--- src/rtl/gpio_dbnc_pkg.sv ---
package gpio_dbnc_pkg;
    localparam int ADDR_W = 8;
    localparam int DATA_W = 32;
    localparam logic [ADDR_W-1:0] OFS_SELECT   = 8'h40;
    localparam logic [ADDR_W-1:0] OFS_PRESCALE = 8'h44;

    typedef struct packed {
        logic              wr;
        logic [ADDR_W-1:0] addr;
        logic [DATA_W-1:0] wdata;
    } bus_req_t;

    function automatic logic hit(input logic [ADDR_W-1:0] a, input logic [ADDR_W-1:0] ofs);
        return a == ofs;
    endfunction
endpackage

--- src/rtl/dbnc_regs.sv ---
module dbnc_regs
    import gpio_dbnc_pkg::*;
#(
    parameter int NUM_PINS = 32,
    parameter int PRE_W    = 24
) (
    input  logic                clk,
    input  logic                rst,
    input  bus_req_t            req,
    output logic [NUM_PINS-1:0] sel_q,
    output logic [PRE_W-1:0]    pre_q,
    output logic                pre_wr,
    output logic [DATA_W-1:0]   rdata
);
    logic sel_wr;

    always_comb begin
        sel_wr = req.wr && hit(req.addr, OFS_SELECT);
        pre_wr = req.wr && hit(req.addr, OFS_PRESCALE);
    end

    always_ff @(posedge clk) begin
        if (rst) begin
            sel_q <= '0;
            pre_q <= '0;
        end else begin
            if (sel_wr) sel_q <= req.wdata[NUM_PINS-1:0];
            if (pre_wr) pre_q <= req.wdata[PRE_W-1:0];
        end
    end

    // Read mux: unused upper bits are zero-filled.
    always_comb begin
        rdata = '0;
        if (hit(req.addr, OFS_SELECT))   rdata[NUM_PINS-1:0] = sel_q;
        if (hit(req.addr, OFS_PRESCALE)) rdata[PRE_W-1:0]    = pre_q;
    end
endmodule

--- src/rtl/dbnc_tick_gen.sv ---
module dbnc_tick_gen #(
    parameter int PRE_W = 24
) (
    input  logic             clk,
    input  logic             rst,
    input  logic [PRE_W-1:0] pre_q,
    input  logic             restart,
    output logic             tick,
    output logic [PRE_W-1:0] cnt_q
);
    logic fast;

    always_comb begin
        fast = pre_q <= PRE_W'(1);
        tick = fast || (cnt_q == pre_q - PRE_W'(1));
    end

    always_ff @(posedge clk) begin
        if (rst || restart || tick) cnt_q <= '0;
        else                        cnt_q <= cnt_q + PRE_W'(1);
    end
endmodule

--- src/rtl/dbnc_lane.sv ---
module dbnc_lane (
    input  logic clk,
    input  logic rst,
    input  logic tick,
    input  logic sel,
    input  logic pin,
    output logic samp_q,
    output logic filt_q
);
    always_ff @(posedge clk) begin
        if (rst) begin
            samp_q <= 1'b0;
            filt_q <= 1'b0;
        end else if (!sel) begin
            samp_q <= pin;
            filt_q <= pin;
        end else if (tick) begin
            samp_q <= pin;
            if (pin == samp_q) filt_q <= pin;
        end
    end
endmodule

--- src/rtl/gpio_debounce_unit.sv ---
module gpio_debounce_unit
    import gpio_dbnc_pkg::*;
#(
    parameter int NUM_PINS = 32,
    parameter int PRE_W    = 24
) (
    input  logic                clk,
    input  logic                rst,
    input  logic                bus_wr,
    input  logic [ADDR_W-1:0]   bus_addr,
    input  logic [DATA_W-1:0]   bus_wdata,
    output logic [DATA_W-1:0]   bus_rdata,
    input  logic [NUM_PINS-1:0] pin_sync,
    output logic [NUM_PINS-1:0] dbnc_out
);
    bus_req_t            req;
    logic [NUM_PINS-1:0] sel_q;
    logic [PRE_W-1:0]    pre_q;
    logic [PRE_W-1:0]    cnt_q;
    logic                pre_wr;
    logic                tick;
    logic [NUM_PINS-1:0] samp;

    assign req = '{wr: bus_wr, addr: bus_addr, wdata: bus_wdata};

    dbnc_regs #(.NUM_PINS(NUM_PINS), .PRE_W(PRE_W)) u_regs (
        .clk(clk), .rst(rst), .req(req), .sel_q(sel_q),
        .pre_q(pre_q), .pre_wr(pre_wr), .rdata(bus_rdata)
    );

    dbnc_tick_gen #(.PRE_W(PRE_W)) u_tick (
        .clk(clk), .rst(rst), .pre_q(pre_q), .restart(pre_wr),
        .tick(tick), .cnt_q(cnt_q)
    );

    for (genvar i = 0; i < NUM_PINS; i++) begin : g_lane
        dbnc_lane u_lane (
            .clk(clk), .rst(rst), .tick(tick), .sel(sel_q[i]),
            .pin(pin_sync[i]), .samp_q(samp[i]), .filt_q(dbnc_out[i])
        );
    end
endmodule

--- config.mk ---
export PLATFORM = sky130hd
export DESIGN_NAME = gpio_debounce_unit
export DESIGN_NICKNAME = d
export VERILOG_FILES = /design/src/rtl/gpio_dbnc_pkg.sv /design/src/rtl/dbnc_regs.sv /design/src/rtl/dbnc_tick_gen.sv /design/src/rtl/dbnc_lane.sv /design/src/rtl/gpio_debounce_unit.sv
export SDC_FILE = /design/constraint.sdc
export NUM_CORES = 1
export LEC_CHECK = 0
export CAP_MARGIN = 10
export CORE_MARGIN = 8
export CORE_UTILIZATION = 45
export DETAILED_ROUTE_END_ITERATION = 8
export DONT_BUFFER_PORTS = 1
export PLACE_DENSITY = 0.69
export REMOVE_ABC_BUFFERS = 1
export SLEW_MARGIN = 20
export SYNTH_ARGS = -nofsm -noshare
export SYNTH_HDL_FRONTEND = slang
export SYNTH_SLANG_ARGS = --single-unit
export TNS_END_PERCENT = 100
--- constraint.sdc ---
create_clock -name clk -period 6.3 [get_ports clk]
set_clock_uncertainty 0.1 [all_clocks]
set_input_delay 0.315 -clock clk [delete_from_list [all_inputs] [get_ports clk]]
set_output_delay 0.315 -clock clk [all_outputs]
set_load 0.005 [all_outputs]
==> key figures <==
Drt
  • Final antenna-violating net count: 0
  • Iteration-0 DRC Markers: 600
  • DRT Pass-1 Iters: 5
  • DRC Markers: 0
  • Per-cell routed wire length: 19.2 µm
  • Vias/cell: 5.80
  • Drt total wl: 25800 µm
  • Vias: 7790

Placement
  • DP Wirelength: 15400 µm
  • GP Congestion: 0.888
  • Buffers on Ports: 0
  • Dpl ws: 1.98 ns

Setup path
  • Critical-path maximum fanout: 32
  • CP endpoint kind: flop
  • Setup crit start: u_regs.pre_q[4]
  • Worst r2r src: u_regs.pre_q[4]
  • Worst path slowest cell: or3_2
  • CP peak stage delay: 0.92 ns
  • Reg2reg path depth: 9
  • Crit path cell chain: nor4_1 -> nand2_1 -> or4_4 -> a221oi_2 -> nand4b_1 -> or3_2 -> o31ai_1 -> a31oi_1 -> dlygate4sd3_1
  • Worst setup SP type: flop
  • Worst EP arrival: 5.02 ns
  • Critical Path RT: 6.51 ns
  • Critical path class: reg2reg

STA
  • Final setup violation count: 0
  • RSZ-0062 raised after global routing: false
  • Slew Viols, Final: 0
  • Hold slack final: 0.0173 ns
  • Worst Tran Pin Value: 1.16 ns
  • Setup TNS: 0 ns
  • Final period utilization: 76.3%
  • Max transition margin: 22.4%
  • Fin. Hold Viols: 0
  • Crit path time final: 4.80 ns
  • Max Freq: 0.208 GHz
  • Final worst slack: 1.50 ns

Yosys
  • Leading post-synthesis cells by cell area: dfxtp_1, nand2_1, mux2i_1, a21oi_1, nor2_1
  • Synth cell types: 58
  • Post-synth EDFFs: 0
  • Yosys reg bits: 144
  • Sequential area share after synthesis: 33.4%
  • Post-Synthesis Mean Instance Area: 7.75 µm²
  • Mapped cell area: 0.00863 mm²
  • Synth warn: 0
  • Primary FF master, synth: dfxtp_1
  • Share of the synthesized area in the top cell type: 33.4%
  • Top cells by count, synth: nand2_1, dfxtp_1, nor2_1, a21oi_1, clkbuf_1
  • Async set or reset register ratio after synthesis: 0%
  • Count leader, synth: nand2_1
  • Syn Inst Count: 1113
  • Synth area leader: dfxtp_1

Job
  • Max-cap violations: 0

Final layout
  • Nets: 1174
  • Share of cells above drive strength 1: 6.49%
  • Diode count: 0
  • Synth-to-Final Area Change: 12.3%

Pwr
  • Psw: 0.000497 W
  • Power per cell area: 222 mW/mm²
  • Switch share: 23.1%
  • Combinational cell fraction of total power: 6.9%
  • Worst VDD drop: 185 µV
  • Leak: 3.53 nW
  • Clock Power Share: 48.3%
  • Final total power: 0.00215 W
  • Internal: 0.00165 W
  • Reg power frac: 44.9%

Clock tree
  • Clock-pin slew on the worst setup and hold paths: 0.06 ns
  • CTS root buffer: clkbuf_16
  • Clk_lat worst skew: 0.43 ns
  • CTS Buffer Depth: 2
  • H-Tree Level Count: 4
  • TritonCTS clock tree: built
  • CTS buffer count: 17
  • CTS sink cnt: 144
  • Post-CTS Resized: 0

Die
  • Initial core utilization: 46.0%
  • # IOs: 139
  • Die area: 0.0239 mm²
  • Core Footprint: 0.0188 mm²
  • Chip Width: 154 µm
  • Row count: 50
  • Die Y: 154 µm

Global routing
  • Grt total ovfl: 0
  • Total track usage: 21.4%
  • Initial antenna violation count: 0
  • Largest net degree at the start of global routing: 97
  • First-pass GRT wire length: 41000 µm
  • Vias in the first global route: 7669

Worst hold path
  • Hold Startpoint: pin_sync[1]
  • HP Class: in2reg
  • Worst Hold Depth: 2

Outcome
  • Status: complete, no violations
layout by cell type, fill, tap and decap left out, drive strengths merged, types with 11 or more instances in the layout:
cell type / netlist / layout
and2: 12 / 12
clkbuf: 69 / 24
xor2: 19 / 19
o32ai: 23 / 23
nor2: 113 / 113
nor3: 11 / 11
xnor2: 30 / 30
mux2i: 56 / 56
o31ai: 12 / 12
a21oi: 103 / 103
inv: 38 / 40
dlygate4sd3: 0 / 67
a31oi: 44 / 44
nand2b: 65 / 65
nand3: 14 / 14
nand4: 12 / 12
o41ai: 22 / 22
and3: 49 / 49
dfxtp: 144 / 144
nand2: 170 / 170
power groups by stage:
| stage | combinational, W | clock, W | sequential, W |
|---|---|---|---|
| 5_1_grt | 0.000162 | 0.00110 | 0.000967 |
| 3_5_place_dp | 0.0000886 | 0 | 0.000984 |
| 2_1_floorplan | 0.0000765 | 0 | 0.000976 |
| 4_1_cts | 0.000145 | 0.00105 | 0.000964 |
| 3_3_place_gp | 0.0000862 | 0 | 0.000984 |
| 6_report | 0.000147 | 0.00104 | 0.000964 |
final timing paths:
| path | to | slack, ns |
|---|---|---|
| worst min-delay path | g_lane[1].u_lane.filt_q | 0.02 |
| worst max-delay path | g_lane[20].u_lane.filt_q | 1.50 |
| worst min register to register | g_lane[22].u_lane.filt_q | 0.39 |
| worst max register to register | g_lane[20].u_lane.filt_q | 1.50 |
registers in the layout (all words and copies together), names as in the netlist:
signal                cells
u_regs.sel_q             32
g_lane.u_lane.filt_q     32
u_regs.pre_q             24
g_lane.u_lane.samp_q     32
u_tick.cnt_q             24
layer usage:
layer  routed length, µm  GRT usage, %  up-vias
met4                 392          6.39        0
li1                    -             -     3817
met3                2550          8.05       28
met2               11600          34.3      308
met1               11200          26.1     3637
met5                   0             0        -
worst max-delay path: cells and delay by family (launching register included):
kind / cells / cell delay, ns
compound gates: 3 / 0.84
flops: 1 / 0.37
simple gates: 5 / 2.81
buf+inv: 1 / 0.57
metrics by stage:
| step | cell area [µm²] | std cells | utilization [%] |
|---|---|---|---|
| after global placement | 8390 | 1242 | 44.7 |
| final | 9690 | 1343 | 51.7 |
| after global routing | 9690 | 1343 | 51.7 |
| after CTS | 9690 | 1342 | 51.6 |
| after floorplan | 8040 | 1002 | - |
| after detailed placement | 8390 | 1242 | 44.7 |
layout make-up:
cell class | count | area [µm²]
Inverter | 38 | 143
Clock buffer | 24 | 502
Fill cell | 1731 | 9070
Clock inverter | 8 | 100
Multi-Input combinational cell | 820 | 5030
Timing Repair Buffer | 75 | 748
Sequential cell | 144 | 2880
Tap cell | 234 | 293
kinds of logic (layout without fill, tap and decap cells):
family | count (synthesis) | count (layout) | share of synthesized area, %
AND/OR/NAND/NOR | 484 | 484 | 27.4
AO/OA/AOI/OAI | 228 | 228 | 18.7
buffers and inverters | 149 | 145 | 8.55
flip-flops | 144 | 144 | 33.4
multiplexers | 56 | 56 | 6.49
XOR/XNOR | 49 | 49 | 4.97
adder cells (fa/ha/maj) | 3 | 3 | 0.435
repair_timing:
item                                   in CTS  in global routing
setup endpoints to repair                   0                  0
hold buffers                               68                  1
setup buffers                               0                  0
endpoints found under the hold margin     120                  1
Note: power is estimated with default switching activity, not from simulation.
